===== config.mk =====
export PLATFORM = sky130hd
export DESIGN_NAME = halt_wake_seq
export DESIGN_NICKNAME = d
export VERILOG_FILES = /design/src/rtl/hws_pkg.sv /design/src/rtl/hws_sync.sv /design/src/rtl/hws_startup_timer.sv /design/src/rtl/halt_wake_seq.sv
export SDC_FILE = /design/constraint.sdc
export NUM_CORES = 1
export LEC_CHECK = 0
export ABC_AREA = 0
export BUFFER_PORTS_ARGS = -buffer_cell sky130_fd_sc_hd__buf_2
export CAP_MARGIN = 20
export CORE_UTILIZATION = 42
export DETAILED_ROUTE_END_ITERATION = 8
export PLACE_DENSITY_LB_ADDON = 0.1
export SETUP_SLACK_MARGIN = 0.3
export SLEW_MARGIN = 20
export SYNTH_ARGS = -nofsm -noshare
export SYNTH_HDL_FRONTEND = slang
export SYNTH_HIERARCHICAL = 1
export SYNTH_SLANG_ARGS = --single-unit

===== constraint.sdc =====
create_clock -name clk_i -period 1.7 [get_ports clk_i]
set_input_delay 0.34 -clock clk_i [delete_from_list [all_inputs] [get_ports clk_i]]
set_output_delay 0.34 -clock clk_i [all_outputs]
set_load 0.02 [all_outputs]

===== src/rtl/hws_pkg.sv =====
package hws_pkg;
   typedef enum logic [1:0] {
      HS_RUN   = 2'd0,
      HS_HALT  = 2'd1,
      HS_START = 2'd2
   } hs_state_e;
endpackage


===== src/rtl/hws_sync.sv =====
module hws_sync #(
   parameter int STAGES = 2
) (
   input  logic clk_i,
   input  logic rst_ni,
   input  logic d_i,
   output logic q_o
);
   generate
      if (STAGES < 2) begin : g_bad_stages
         $error("hws_sync: STAGES must be at least 2");
      end
   endgenerate

   logic [STAGES-1:0] chain_q;

   always_ff @(posedge clk_i or negedge rst_ni) begin
      if (!rst_ni) chain_q <= '0;
      else         chain_q <= {chain_q[STAGES-2:0], d_i};
   end

   assign q_o = chain_q[STAGES-1];
endmodule


===== src/rtl/hws_startup_timer.sv =====
module hws_startup_timer #(
   parameter int DIV   = 10,
   parameter int COUNT = 256
) (
   input  logic clk_i,
   input  logic rst_ni,
   input  logic load_i,
   output logic done_o
);
   localparam int PW = (DIV > 1) ? $clog2(DIV) : 1;
   localparam int CW = $clog2(COUNT + 1);
   localparam logic [CW-1:0] CMAX = CW'(COUNT);
   localparam logic [CW-1:0] CONE = CW'(1);

   generate
      if (COUNT < 2) begin : g_bad_count
         $error("hws_startup_timer: COUNT must be at least 2");
      end
   endgenerate

   logic [CW-1:0] cnt_q;
   logic          tick;
   logic          active;

   assign active = (cnt_q != '0);

   generate
      if (DIV > 1) begin : g_prescale
         localparam logic [PW-1:0] PMAX = PW'(DIV - 1);
         logic [PW-1:0] pre_q;
         always_ff @(posedge clk_i or negedge rst_ni) begin
            if (!rst_ni)      pre_q <= '0;
            else if (load_i)  pre_q <= '0;
            else if (active)  pre_q <= (pre_q == PMAX) ? '0 : pre_q + PW'(1);
         end
         assign tick = (pre_q == PMAX);
      end else begin : g_direct
         assign tick = 1'b1;
      end
   endgenerate

   always_ff @(posedge clk_i or negedge rst_ni) begin
      if (!rst_ni)              cnt_q <= '0;
      else if (load_i)          cnt_q <= CMAX;
      else if (active && tick)  cnt_q <= cnt_q - CONE;
   end

   assign done_o = active && tick && (cnt_q == CONE);

   // each tick removes exactly one count
   p_count_step_r6: assert property (@(posedge clk_i) disable iff (!rst_ni)
      (!load_i && tick && cnt_q > CONE) |=> (cnt_q == $past(cnt_q) - CONE));
   // completion leaves the timer idle
   p_done_idle_r6: assert property (@(posedge clk_i) disable iff (!rst_ni)
      (done_o && !load_i) |=> (cnt_q == '0));
endmodule


===== src/rtl/halt_wake_seq.sv =====
module halt_wake_seq #(
   parameter int OSC_DIV     = 10,
   parameter int START_COUNT = 256,
   parameter int SYNC_STAGES = 2
) (
   input  logic clk_i,
   input  logic rst_ni,
   input  logic halt_wr_i,
   input  logic halt_wdata_i,
   input  logic halt_disable_i,
   input  logic osc_is_rc_i,
   input  logic dly_wr_i,
   input  logic dly_wdata_i,
   input  logic wake_mi_i,
   input  logic cko_pin_i,
   output logic halt_flag_o,
   output logic core_clk_en_o,
   output logic osc_en_o,
   output logic cki_force_hi_o,
   output logic cki_hiz_o,
   output logic wdt_inhibit_o
);
   import hws_pkg::*;

   generate
      if (OSC_DIV < 1) begin : g_bad_div
         $error("halt_wake_seq: OSC_DIV must be at least 1");
      end
   endgenerate

   hs_state_e st_q;
   logic      halt_q;
   logic      dly_q;
   logic      mi_s, cko_s, cko_d;
   logic      cko_rise, wake, need_dly, tmr_load, tmr_done;

   hws_sync #(.STAGES(SYNC_STAGES)) u_sync_mi (
      .clk_i(clk_i), .rst_ni(rst_ni), .d_i(wake_mi_i), .q_o(mi_s));
   hws_sync #(.STAGES(SYNC_STAGES)) u_sync_cko (
      .clk_i(clk_i), .rst_ni(rst_ni), .d_i(cko_pin_i), .q_o(cko_s));

   always_ff @(posedge clk_i or negedge rst_ni) begin
      if (!rst_ni) cko_d <= 1'b0;
      else         cko_d <= cko_s;
   end

   assign cko_rise = cko_s && !cko_d;
   assign wake     = mi_s || (osc_is_rc_i && cko_rise);
   assign need_dly = !osc_is_rc_i || dly_q;
   assign tmr_load = (st_q == HS_HALT) && wake && need_dly;

   hws_startup_timer #(.DIV(OSC_DIV), .COUNT(START_COUNT)) u_timer (
      .clk_i(clk_i), .rst_ni(rst_ni), .load_i(tmr_load), .done_o(tmr_done));

   always_ff @(posedge clk_i or negedge rst_ni) begin
      if (!rst_ni)       dly_q <= 1'b0;
      else if (dly_wr_i) dly_q <= dly_wdata_i;
   end

   always_ff @(posedge clk_i or negedge rst_ni) begin
      if (!rst_ni) begin
         st_q   <= HS_RUN;
         halt_q <= 1'b0;
      end else begin
         unique case (st_q)
            HS_RUN: if (halt_wr_i && halt_wdata_i && !halt_disable_i) begin
               st_q   <= HS_HALT;
               halt_q <= 1'b1;
            end
            HS_HALT: if (wake) begin
               if (need_dly) st_q <= HS_START;
               else begin
                  st_q   <= HS_RUN;
                  halt_q <= 1'b0;
               end
            end
            HS_START: if (tmr_done) begin
               st_q   <= HS_RUN;
               halt_q <= 1'b0;
            end
            default: begin
               st_q   <= HS_RUN;
               halt_q <= 1'b0;
            end
         endcase
      end
   end

   assign halt_flag_o    = halt_q;
   assign core_clk_en_o  = (st_q == HS_RUN);
   assign osc_en_o       = (st_q != HS_HALT);
   assign cki_force_hi_o = (st_q == HS_HALT) && osc_is_rc_i;
   assign cki_hiz_o      = (st_q == HS_HALT) && !osc_is_rc_i;
   assign wdt_inhibit_o  = halt_q;

   p_gate_closed_r2: assert property (@(posedge clk_i) disable iff (!rst_ni)
      halt_q |-> !core_clk_en_o);
   p_disable_holds_r3: assert property (@(posedge clk_i) disable iff (!rst_ni)
      (st_q == HS_RUN && halt_disable_i) |=> (st_q == HS_RUN));
   p_mi_wakes_r4: assert property (@(posedge clk_i) disable iff (!rst_ni)
      (st_q == HS_HALT && mi_s) |=> osc_en_o);
   p_xtal_cko_ignored_r5: assert property (@(posedge clk_i) disable iff (!rst_ni)
      (st_q == HS_HALT && !osc_is_rc_i && !mi_s) |=> (st_q == HS_HALT));
   p_start_waits_r6: assert property (@(posedge clk_i) disable iff (!rst_ni)
      (st_q == HS_START && !tmr_done) |=> (st_q == HS_START));
   p_bypass_r7: assert property (@(posedge clk_i) disable iff (!rst_ni)
      (st_q == HS_HALT && wake && !need_dly) |=> core_clk_en_o);
   p_inhibit_r8: assert property (@(posedge clk_i) disable iff (!rst_ni)
      !core_clk_en_o |-> wdt_inhibit_o);
   p_cki_mode_r9: assert property (@(posedge clk_i) disable iff (!rst_ni)
      (cki_force_hi_o |-> osc_is_rc_i) and (cki_hiz_o |-> !osc_is_rc_i));
endmodule


# Word-level counts from Yosys, hierarchy flattened
# Cells that the tools add are included.
# totals
reg_bits	22
input_bits	10
out_inout_bits	6
elab_cells	55
# classes
n_addsub	2
eq_ne	9
muxes	15
n_reduce_logical	21
# ops
op	count
2-to-1 mux 9 bit	2
2-to-1 mux 4 bit	3
logical AND 1 bit	10
equality test 9 x 1 -> 1 bit (second input constant)	1
nonzero test 9 bit	1
subtractor 9 x 1 -> 9 bit (second input constant)	1
2-to-1 mux 2 bit	4
!= test 2 bit (second input constant)	3
case mux 2 bit (3 select lines)	1
adder 4 x 1 -> 4 bit (second input constant)	1
equality test 4 bit (second input constant)	1
2-to-1 mux 1 bit	4
!= test 2 x 1 -> 1 bit (second input constant)	2
AND reduction 4 bit	1
nonzero test 2 bit	2
logical NOT 1 bit	3
case mux 1 bit (3 select lines)	1
AND reduction 3 bit	1
equality test 2 x 1 -> 1 bit (second input constant)	1
equality test 2 bit (second input constant)	1
logical NOT 2 bit	1
logical OR 1 bit	2

# Depth between registers and ports, before layout
# Gate-level depths: netlist of the first run.
# depth
depth_word	7
depth_mapped	7
mapped_depth_nobuf	7

# Cells and area by module
# Netlist of the first run, hierarchy kept.
# modules_own_cells
mod	n_inst	cells_each	area_per_inst_um2	seq_area_each_um2
hws_startup_timer	1	80	807.0	325.3
halt_wake_seq	1	27	271.5	125.1
hws_sync	2	2	50.0	50.0

# Worst setup path after synthesis of the first run
# OpenSTA, ideal clock, no wires.
# synth_timing
path_type	reg2reg
from	register u_timer.cnt_q[0]
to	register u_timer.cnt_q[6]
arrival_ps	1711
t_required_ps	1622
slack_ps	-89
stages_incl_launch_ff	8
path_buffers	1
path_cell_list	dfrtp_1 inv_1 ha_1 nor2b_1 clkbuf_1 a21oi_1 or4b_1 a21oi_1
# synth_via
elab_chain_len	3
# synth_lines
item	line	source
start, declared	hws_startup_timer.sv:21	logic [CW-1:0] cnt_q;
start signal, assigned	hws_startup_timer.sv:45	else if (active && tick) cnt_q <= cnt_q - CONE;
subtractor 9 x 1 -> 9 bit or nonzero test 9 bit (tied branches)	hws_startup_timer.sv:45, hws_startup_timer.sv:25	
2-to-1 mux 9 bit or logical AND 1 bit (tied branches)	hws_startup_timer.sv:45	
2-to-1 mux 9 bit or nonzero test 2 bit (tied branches)	--	
# Several ways; a longest one is shown, not always the timed one. The select of a mux whose other input is x is not followed.
# A chain may end at the register's enable or synchronous reset.

# Worst setup path in the final report of the first run
# layout_timing
from	register u_timer.cnt_q[6]
to	register u_timer.g_prescale.pre_q[2]
# layout_via
elab_chain_len	2
# layout_lines
item	line	source
nonzero test 9 bit	hws_startup_timer.sv:25	assign active = (cnt_q != '0);
nonzero test 2 bit (no line)	--	
end signal, assigned	hws_startup_timer.sv:34	else if (active) pre_q <= (pre_q == PMAX) ? '0 : pre_q + PW'(1);
end, declared	hws_startup_timer.sv:30	logic [PW-1:0] pre_q;
# No other way between the ends.

==> impl_metrics.csv, run 1 <==
group,metric,value,unit
logic_synthesis,synth_adder_area_share,5.31,%
logic_synthesis,synth_top_area_share,46.7,%
sta,finalCritPeriodShare,98.5,%
logic_synthesis,yosysUniqueCellTypes,44,
hold_path,min_path_type,"in2reg",
global_routing,grt_pass1_wl,4240,µm
logic_synthesis,ys_warn_count,6,
logic_synthesis,syn-num-nets,126,
placement,dp_hpwl,1760,µm
sta,fin_tns_setup,0,ns
routing,vias,1018,
setup_path,critPathKind,"reg2reg",
setup_path,r2r-end,"u_timer/g_prescale.pre_q[2]",
logic_synthesis,syn_area,1180,µm²
sta,rsz0062_at_grt,"true",
logic_synthesis,synth_top_area_cell,"dfrtp_1",
floorplanning,die_y,55.0,µm
global_routing,grt-ovfl-total,0,
sta,worstMarginPinSlew,0.497,ns
setup_path,reg2regPathDepth,6,
routing,drc,0,
setup_path,worst-path-max-fanout,5,
sta,drv_slew,0,
placement,port_buffers,15,
pwr,irDropWorstVdd,1730,µV
outcome,outcome,"completed",
setup_path,crit_arrival,1.92,ns
pwr,p_per_area,1710,nW/µm²
layout,syn2layout_area_growth,47.1,%
floorplanning,die_w,55.0,µm
routing,firstDrtPassIters,4,
setup_path,max_stage_delay,0.44,ns
layout,drive_gt1_share,50.6,%
logic_synthesis,synth_compound_area_share,15.2,%
layout,num-fill-cells,186,
setup_path,crit_family,"simple AND/OR/NAND/NOR gates",
clocking,cts-root-buf,"clkbuf_4",
routing,viasPerCell,5.41,
global_routing,grt_max_degree,23,
hold_path,min_to,"u_sync_cko/chain_q[0]",
clocking,cts.htree.levels,1,
placement,gp_congestion,0.798,
floorplanning,num_rows,18,
pwr,power.leakage,0.786,nW
setup_path,cp_cell_sequence,"buf_6 > nor4_4 > buf_4 > nand3_4 > a21bo_1 > a21oi_1",
sta,setup-violations-final,0,
sta,whs,0.125,ns
layout,fin_nets,174,
layout,diodes,0,
setup_path,reg2reg_slack,0.03,ns
setup_path,critPathLaunchType,"register",
logic_synthesis,yosysSeqAreaShare,46.7,%
logic_synthesis,synth_area_leaders,"dfrtp_1 (47%), ha_1 (5.3%), nor2_1 (4.8%), a21oi_1 (2.5%), mux2i_1 (2.5%)",
logic_synthesis,postSynth.asyncResetShare,100,%
logic_synthesis,ys.flop_type,"dfrtp_1",
hold_path,whs_path_depth,1,
logic_synthesis,synthSimpleGateAreaFrac,23.2,%
floorplanning,ios,16,
logic_synthesis,synth-edff-count,0,
setup_path,crit_path_end_kind,"register",
clocking,cts.path.max_buffers,2,
global_routing,track_usage,20.2,%
global_routing,grt_pass1_vias,929,
clocking,cts.sink_count,22,
setup_path,cp.required,1.95,ns
run,cap_violations,0,
setup_path,r2r-start,"u_timer/cnt_q[6]",
clocking,clk_pin_slew,0.12,ns
logic_synthesis,avgSynthCellArea,10.6,µm²
logic_synthesis,ys_ff_latch,22,
routing,wl,2770,µm
floorplanning,fp.dieArea,3020,µm²
clocking,cts_made_buffers,3,
hold_path,hp-start,"cko_pin_i",
floorplanning,core_area,2570,µm²
sta,hold_viol,0,
placement,placed_cell_area,1410,µm²
logic_synthesis,syn_inst,111,
sta,fmax,597,MHz
setup_path,path_buf_inv,2,
pwr,total_power,2.96,mW
clocking,clock_latency,0.31,ns
clocking,cts_tree,"done",
routing,wl_per_cell,14.7,µm
sta,maxSlewHeadroom,66.8,%
sta,clock_skew,0.00134,ns
logic_synthesis,synth_top_family_by_area,"simple AND/OR/NAND/NOR gates",
logic_synthesis,synthXorXnorAreaFrac,2.23,%
routing,drt-initial-drc-count,11,
setup_path,crit_slowest_cell,"dfrtp_1",
routing,postRouteAntennaNets,0,
global_routing,antenna_found_initial,0,
logic_synthesis,synth.area.mux_share,3.50,%
floorplanning,initial_core_util,45.9,%
layout,finish.instance_area,1730,µm²
sta,period_needed,1.67,ns
==> repair_timing <==
item,4_1_cts,5_1_grt
hold buffers,1,0
setup endpoints to repair,19,19
hold endpoints to repair,22,0
gates resized for setup,19,7
pin swaps,19,6
buffers inserted,16,4
==> final cells by class <==
type / count / area (µm²) / area share [%]
clock buffer: 3 / 22.5 / 1.30
multi-input combinational: 78 / 707 / 40.8
inverter: 8 / 30.0 / 1.73
sequential: 22 / 552 / 31.8
clock inverter: 1 / 30.0 / 1.73
tap: 30 / 37.5 / 2.16
timing repair buffer: 46 / 355 / 20.5
==> cell usage after synthesis (2+ instances only) <==
master / number
a211o_1: 2
nand3_1: 3
a211oi_1: 2
a21oi_1: 6
nand2_1: 3
nor2_1: 15
mux2i_1: 3
or2_2: 2
ha_1: 5
dfrtp_1: 22
xnor2_1: 3
inv_1: 8
nand3b_1: 4
clkbuf_1: 2
or4_1: 2
==> worst max path at each step <==
stage	depth (start not counted)	from	endpoint	slack, ns
after global placement	4	u_timer/cnt_q[1]	u_timer/cnt_q[7]	0.08
after CTS	6	u_timer/cnt_q[0]	u_timer/cnt_q[6]	0.05
after floorplan	7	u_timer/cnt_q[0]	u_timer/cnt_q[6]	0.06
after global routing	6	u_timer/cnt_q[6]	u_timer/g_prescale.pre_q[2]	-0.06
after detailed placement	4	u_timer/cnt_q[1]	u_timer/cnt_q[7]	0.06
final	6	u_timer/cnt_q[6]	u_timer/g_prescale.pre_q[2]	0.03
==> logic make-up (layout without fill, tap and decap cells) <==
kind of cell | count (synthesis) | after routing
compound gates | 22 | 22
xor+xnor | 3 | 3
fa+ha+maj | 5 | 5
buf+inv | 11 | 58
flops | 22 | 22
mux | 4 | 4
simple gates | 44 | 44
==> sequential cells by signal, indices dropped and copies added, names as in the netlist <==
| register | count |
|---|---|
| u_sync_mi/chain_q | 2 |
| halt_flag_o | 1 |
| u_timer/g_prescale.pre_q | 4 |
| st_q | 2 |
| cko_d | 1 |
| dly_q | 1 |
| u_sync_cko/chain_q | 2 |
| u_timer/cnt_q | 9 |
==> placed cells by master, fill, tap and decap left out, types with 2 or more instances in the layout <==
master,instances
xnor2_1,3
a211o_1,2
nand3b_1,4
or4_1,2
clkbuf_4,3
nor4_4,2
buf_2,11
buf_6,6
ha_1,3
nand2_1,3
dfrtp_1,21
inv_1,4
a21oi_1,5
inv_2,4
mux2i_1,3
nor2_1,14
buf_4,27
==> report_power, final <==
group / internal (mW) / leakage [nW] / switching [mW]
sequential: 0.692 / 0.268 / 0.196
clock: 0.238 / 0.0279 / 0.162
combinational: 0.894 / 0.490 / 0.780
==> worst reg2reg max path: cells and delay by family, from the launching register on <==
kind / cells / cell delay (ns)
AOI/OAI and AO/OA: 2 / 0.29
buffers and inverters: 2 / 0.35
and+or+nand+nor: 2 / 0.53
DFF: 1 / 0.44
==> stage by stage <==
step | utilization, % | setup WS (ns) | cells
floorplan | - | 0.0591 | 111
global placement | 54.9 | 0.0814 | 163
detailed placement | 54.9 | 0.0625 | 163
CTS | 64.9 | 0.0541 | 184
global route | 67.5 | -0.0595 | 188
finish | 67.5 | 0.0263 | 188
==> per-layer routing <==
layer / share of wire [%] / track usage [%] / wire [µm]
met5: 0 / 0 / 0
met4: 0.43 / 2.92 / 12
met3: 2.3 / 6.01 / 63
met2: 50 / 34.5 / 1390
met1: 47 / 25.6 / 1300
No activity file was read; power rests on OpenSTA's default activity.
==> run 2, diff against run 1 <==
CORE_MARGIN = 2   (was not set)
==> run 2 against run 1 <==
Compared with the run above: clock skew is 0.017 ns higher; fmax rose by 0.66%; global-route usage shrank 2.6 points; total power decreased by 4.2%; critical path depth down 2; hold slack better by 0.016 ns; routed wire length down 1.7%; clock power down 29%; non-clock buffer count unchanged; final area decreased by 0.65%; sequential share of layout area rose by 0.21 points; sequential power increased by 1%; largest power group unchanged; highest routed layer unchanged.
==> impl_metrics.csv, run 2 (same netlist as run 1, synthesis figures left out) <==
group,metric,value,unit
pwr,total_power,2.84,mW
layout,fin_cells,189,
setup_path,crit_arrival,1.88,ns
setup_path,crit_family,"simple AND/OR/NAND/NOR gates",
pwr,p_int,1.73,mW
sta,finalCritPeriodShare,97.8,%
clocking,clk_pin_slew,0.13,ns
routing,drc,0,
layout,drive_gt1_share,50.6,%
sta,drv_slew,0,
sta,whs,0.141,ns
global_routing,antenna_found_initial,0,
floorplanning,die_y,57.0,µm
clocking,cts.path.max_buffers,2,
sta,hold_viol,0,
routing,drt-initial-drc-count,16,
pwr,clkPwrFrac,10.1,%
outcome,outcome,"completed",
floorplanning,fp.dieArea,3250,µm²
layout,diodes,0,
layout,regMostFlops,"u_timer/cnt_q",
sta,setup-violations-final,0,
setup_path,worst-path-max-fanout,3,
global_routing,grt-ovfl-total,0,
sta,period_needed,1.66,ns
setup_path,critPathLaunchType,"register",
setup_path,cp.required,1.92,ns
sta,fmax,601,MHz
run,cap_violations,0,
placement,dp_hpwl,1750,µm
routing,wl,2730,µm
clocking,cts_tree,"done",
floorplanning,num_rows,19,
floorplanning,core_area,2710,µm²
sta,rsz0062_at_grt,"true",
routing,firstDrtPassIters,4,
floorplanning,initial_core_util,43.5,%
routing,wl_per_cell,14.4,µm
layout,largest_register_ffs,9,
pwr,irDropWorstVdd,1200,µV
layout,largestRegisters,"u_timer/cnt_q (9), u_timer/g_prescale.pre_q (4)",
setup_path,crit_slowest_cell,"or4_4",
layout,fin_nets,174,
pwr,power_frac_seq,31.7,%
clocking,cts-root-buf,"clkbuf_4",
layout,syn2layout_area_growth,46.2,%
floorplanning,ios,16,
layout,finish.instance_area,1720,µm²
layout,layout_common_cells,"buf_4 (26), dfrtp_1 (21), nor2_1 (13)",
placement,gp_congestion,0.775,
floorplanning,die_w,57.0,µm
placement,dp.cells,162,
sta,clock_skew,0.0184,ns
setup_path,critPathKind,"reg2reg",
placement,placed_cell_area,1400,µm²
routing,viasPerCell,5.30,
pwr,power.leakage,0.780,nW
clocking,cts.htree.levels,1,
routing,postRouteAntennaNets,0,
setup_path,crit_path_end_kind,"register",
clocking,cts.sink_count,22,
global_routing,grt_pass1_wl,4460,µm
global_routing,track_usage,17.6,%
placement,port_buffers,15,
sta,fin_tns_setup,0,ns
pwr,p_sw,1.11,mW
setup_path,max_stage_delay,0.59,ns
layout,post-route-util,63.6,%
global_routing,grt_max_degree,23,
sta,worstMarginPinSlew,0.500,ns
pwr,netSwitchingFraction,39.1,%
layout,num-fill-cells,215,
setup_path,cp_cell_sequence,"or4_4 > a2111oi_4 > xnor2_1 > nor2_1",
pwr,p_per_area,1650,nW/µm²
clocking,cts_made_buffers,3,
layout,layout_commonest_cell,"buf_4",
sta,setup_ws,0.0373,ns
pwr,p_comb_share,58.2,%
placement,pre_cts_slack,0.0315,ns
routing,vias,1001,
sta,maxSlewHeadroom,66.7,%
global_routing,grt_pass1_vias,978,
clocking,clock_latency,0.31,ns
setup_path,path_buf_inv,0,
hold_path,min_path_type,"in2reg",
## run 2: cell count changes in the layout (fill, tap and decap cells not counted), sizes merged
cell    delta
bufinv     -1
clkbuf     +1
## run 2: what timing repair did
item / in CTS / in global routing
hold buffers: 1 / 0
buffers inserted: 15 / 7
pin swaps: 8 / 13
gates resized for setup: 16 / 12
cloned: 0 / 0
endpoints found under the setup margin: 19 / 19
hold endpoints to repair: 10 / 0
## run 2: worst paths after layout
kind                                        from                     to  slack [ns]  cells past startpoint
setup reg to reg                u_timer/cnt_q[1]       u_timer/cnt_q[7]        0.04                      4
hold / removal                         wake_mi_i   u_sync_mi/chain_q[0]        0.14                      1
min in group asynchronous                 rst_ni       u_timer/cnt_q[6]        0.51                      2
max in group asynchronous                 rst_ni   u_sync_mi/chain_q[1]        0.83                      2
hold reg to reg            u_sync_cko/chain_q[0]  u_sync_cko/chain_q[1]        0.36                      0
setup / recovery                u_timer/cnt_q[1]       u_timer/cnt_q[7]        0.04                      4
## run 2: final cells by class
type	count	area, µm²	share of cell area, %
multi-input combinational	78	707	41.0
inverter	8	30.0	1.74
clock buffer	4	36.3	2.11
timing repair buffer	46	359	20.8
tap	31	38.8	2.25
sequential	22	552	32.0
## run 2: power groups by stage
stage	combinational [mW]	sequential (mW)	clock, mW
after floorplan	0.815	0.905	0
after global placement	1.08	0.901	0
after detailed placement	1.11	0.904	0
after CTS	1.43	0.889	0.292
after global routing	1.79	0.930	0.321
final	1.65	0.900	0.286
## run 2: per-layer routing
layer  up-vias  part of all wire (%)  GRT usage [%]
met5         -                     0              0
met1       482                    45           24.2
li1        498                     -              -
met4         0                   1.7           7.31
met3         4                   2.9           4.31
met2        17                    50           26.9
==> run 3, diff against run 2 <==
CTS_BUF_LIST = sky130_fd_sc_hd__clkbuf_4 sky130_fd_sc_hd__clkbuf_8   (was not set)
clock period = 2 ns   (was 1.7 ns; I/O delays follow)
==> run 3 against run 2 <==
Compared with the run above: hold slack lost 0.12 ns; highest routed layer unchanged; routed wire length shrank 5.1%; critical path depth grew 3; total power shrank 25%; sequential share of layout area grew 3.9 points; critical endpoint is now u_timer/cnt_q[6]; fmax shrank 2.9%; largest cell class unchanged; clock power grew 22%; count of clock-buffer cells in the layout shrank 1; largest power group unchanged; utilization shrank 7.1 points; setup slack gained 0.25 ns.
==> impl_metrics.csv, run 3 (same netlist as run 1, synthesis figures left out) <==
group,metric,value,unit
sta,clock_skew,0.0104,ns
global_routing,antenna_found_initial,0,
setup_path,crit_arrival,1.97,ns
setup_path,crit_path_end_kind,"register",
pwr,total_power,2.14,mW
pwr,p_sw,0.824,mW
layout,drive_gt1_share,41.3,%
placement,dp_hpwl,1640,µm
sta,fmax,584,MHz
layout,fin_nets,159,
layout,largestRegisters,"u_timer/cnt_q (9), u_timer/g_prescale.pre_q (4)",
layout,layout_commonest_cell,"dfrtp_1",
routing,wl,2590,µm
routing,vias,953,
pwr,clkPwrFrac,16.2,%
clocking,cts_made_buffers,3,
layout,largest_register_ffs,9,
routing,viasPerCell,5.48,
clocking,hold_buffers,0,
pwr,p_int,1.32,mW
floorplanning,die_y,57.0,µm
setup_path,reg2regPathDepth,7,
sta,finalCritPeriodShare,85.6,%
setup_path,cp.required,2.26,ns
floorplanning,fp.dieArea,3250,µm²
layout,regMostFlops,"u_timer/cnt_q",
layout,post-route-util,56.5,%
sta,rsz0062_at_grt,"true",
sta,setup-violations-final,0,
sta,worstMarginPinSlew,0.488,ns
sta,hold_viol,0,
sta,drv_slew,0,
sta,fin_tns_setup,0,ns
floorplanning,core_area,2710,µm²
sta,whs,0.0215,ns
sta,maxSlewHeadroom,67.5,%
global_routing,grt_pass1_wl,4160,µm
setup_path,worst-path-max-fanout,5,
layout,num-fill-cells,260,
layout,syn2layout_area_growth,29.9,%
clocking,cts.htree.levels,1,
pwr,p_comb_share,48.8,%
clocking,cts-root-buf,"clkbuf_4",
floorplanning,initial_core_util,43.5,%
setup_path,r2r-start,"u_timer/cnt_q[1]",
hold_path,min_path_type,"in2async",
routing,top_layer,"met4",
routing,route.met3.wl,63,µm
routing,drc,0,
routing,wl_met2,1260,µm
layout,layout_common_cells,"dfrtp_1 (22), buf_4 (16), nor2_1 (13)",
floorplanning,num_rows,19,
clocking,clock_latency,0.31,ns
clocking,cts.path.max_buffers,2,
placement,gp_congestion,0.796,
setup_path,critPathKind,"reg2reg",
floorplanning,ios,16,
routing,firstDrtPassIters,5,
pwr,netSwitchingFraction,38.5,%
routing,drt-initial-drc-count,17,
routing,drt-met1-wl,1250,µm
pwr,irDropWorstVdd,881,µV
pwr,power_frac_seq,34.9,%
layout,diodes,0,
sta,period_needed,1.71,ns
pwr,power.leakage,0.696,nW
clocking,clk_pin_slew,0.14,ns
outcome,outcome,"completed",
clocking,cts_tree,"done",
routing,postRouteAntennaNets,0,
global_routing,grt_pass1_vias,925,
run,cap_violations,0,
setup_path,worstSetupStartpoint,"u_timer/cnt_q[1]",
global_routing,track_usage,16.5,%
setup_path,critPathLaunchType,"register",
pwr,p_per_area,1400,nW/µm²
clocking,cts.sink_count,22,
routing,wl_per_cell,14.9,µm
placement,port_buffers,15,
global_routing,grt-ovfl-total,0,
global_routing,grt_max_degree,23,
floorplanning,die_w,57.0,µm
==> run 3: changes by cell type in the layout (fill, tap and decap cells not counted), sizes merged <==
cell,previous run,this run
buf,45,31
clkbuf,4,3
dlygate4sd3,1,0
bufinv,0,1
==> run 3: cell type report <==
class	instances	area (µm²)	share of cell area, %
tap	31	38.8	2.53
timing repair buffer	31	214	14.0
clock buffer	3	22.5	1.47
clock inverter	1	30.0	1.96
multi-input combinational	78	646	42.2
sequential	22	551	35.9
inverter	8	30.0	1.96
==> run 3: worst max-delay path, cell delays in order (launching register included) <==
cell	delay (ns)
dfrtp_1	0.38
inv_1	0.08
ha_2	0.19
nor2b_4	0.15
buf_6	0.13
a21oi_2	0.13
or4b_4	0.47
a21oi_2	0.13
==> run 3: final timing paths <==
check / endpoint / slack [ns]
worst max-delay path: u_timer/cnt_q[6] / 0.29
worst min-delay path: u_timer/cnt_q[4] / 0.02
worst max register to register: u_timer/cnt_q[6] / 0.29
worst min register to register: u_sync_mi/chain_q[1] / 0.36
max in group asynchronous: u_sync_cko/chain_q[1] / 1.64
min in group clk_i: u_sync_mi/chain_q[0] / 0.19
==> run 3: per-layer routing <==
metal,track usage (%),vias up
li1,-,466
met1,23.1,472
met2,25.9,13
met3,3.40,2
met4,4.98,0
met5,0,-
==> run 3: per-stage QoR <==
stage / worst slack, ns / area, µm² / instances
finish: 0.288 / 1530 / 174
global route: 0.247 / 1530 / 174
CTS: 0.245 / 1430 / 168
detailed placement: 0.166 / 1310 / 158
global placement: 0.247 / 1310 / 158
floorplan: 0.317 / 1190 / 111
==> run 3: power groups by stage <==
stage	Clock [mW]	Combinational, mW	Sequential (mW)
after CTS	0.357	0.929	0.726
final	0.348	1.05	0.748
after detailed placement	0	0.803	0.771
after floorplan	0	0.623	0.741
after global placement	0	0.790	0.764
after global routing	0.372	1.15	0.773
==> run 3: repair_timing <==
item | 4_1_cts | 5_1_grt
gates resized for setup | 6 | 17
buffers inserted | 6 | 6
setup endpoints to repair | 10 | 16
pin swaps | 2 | 4
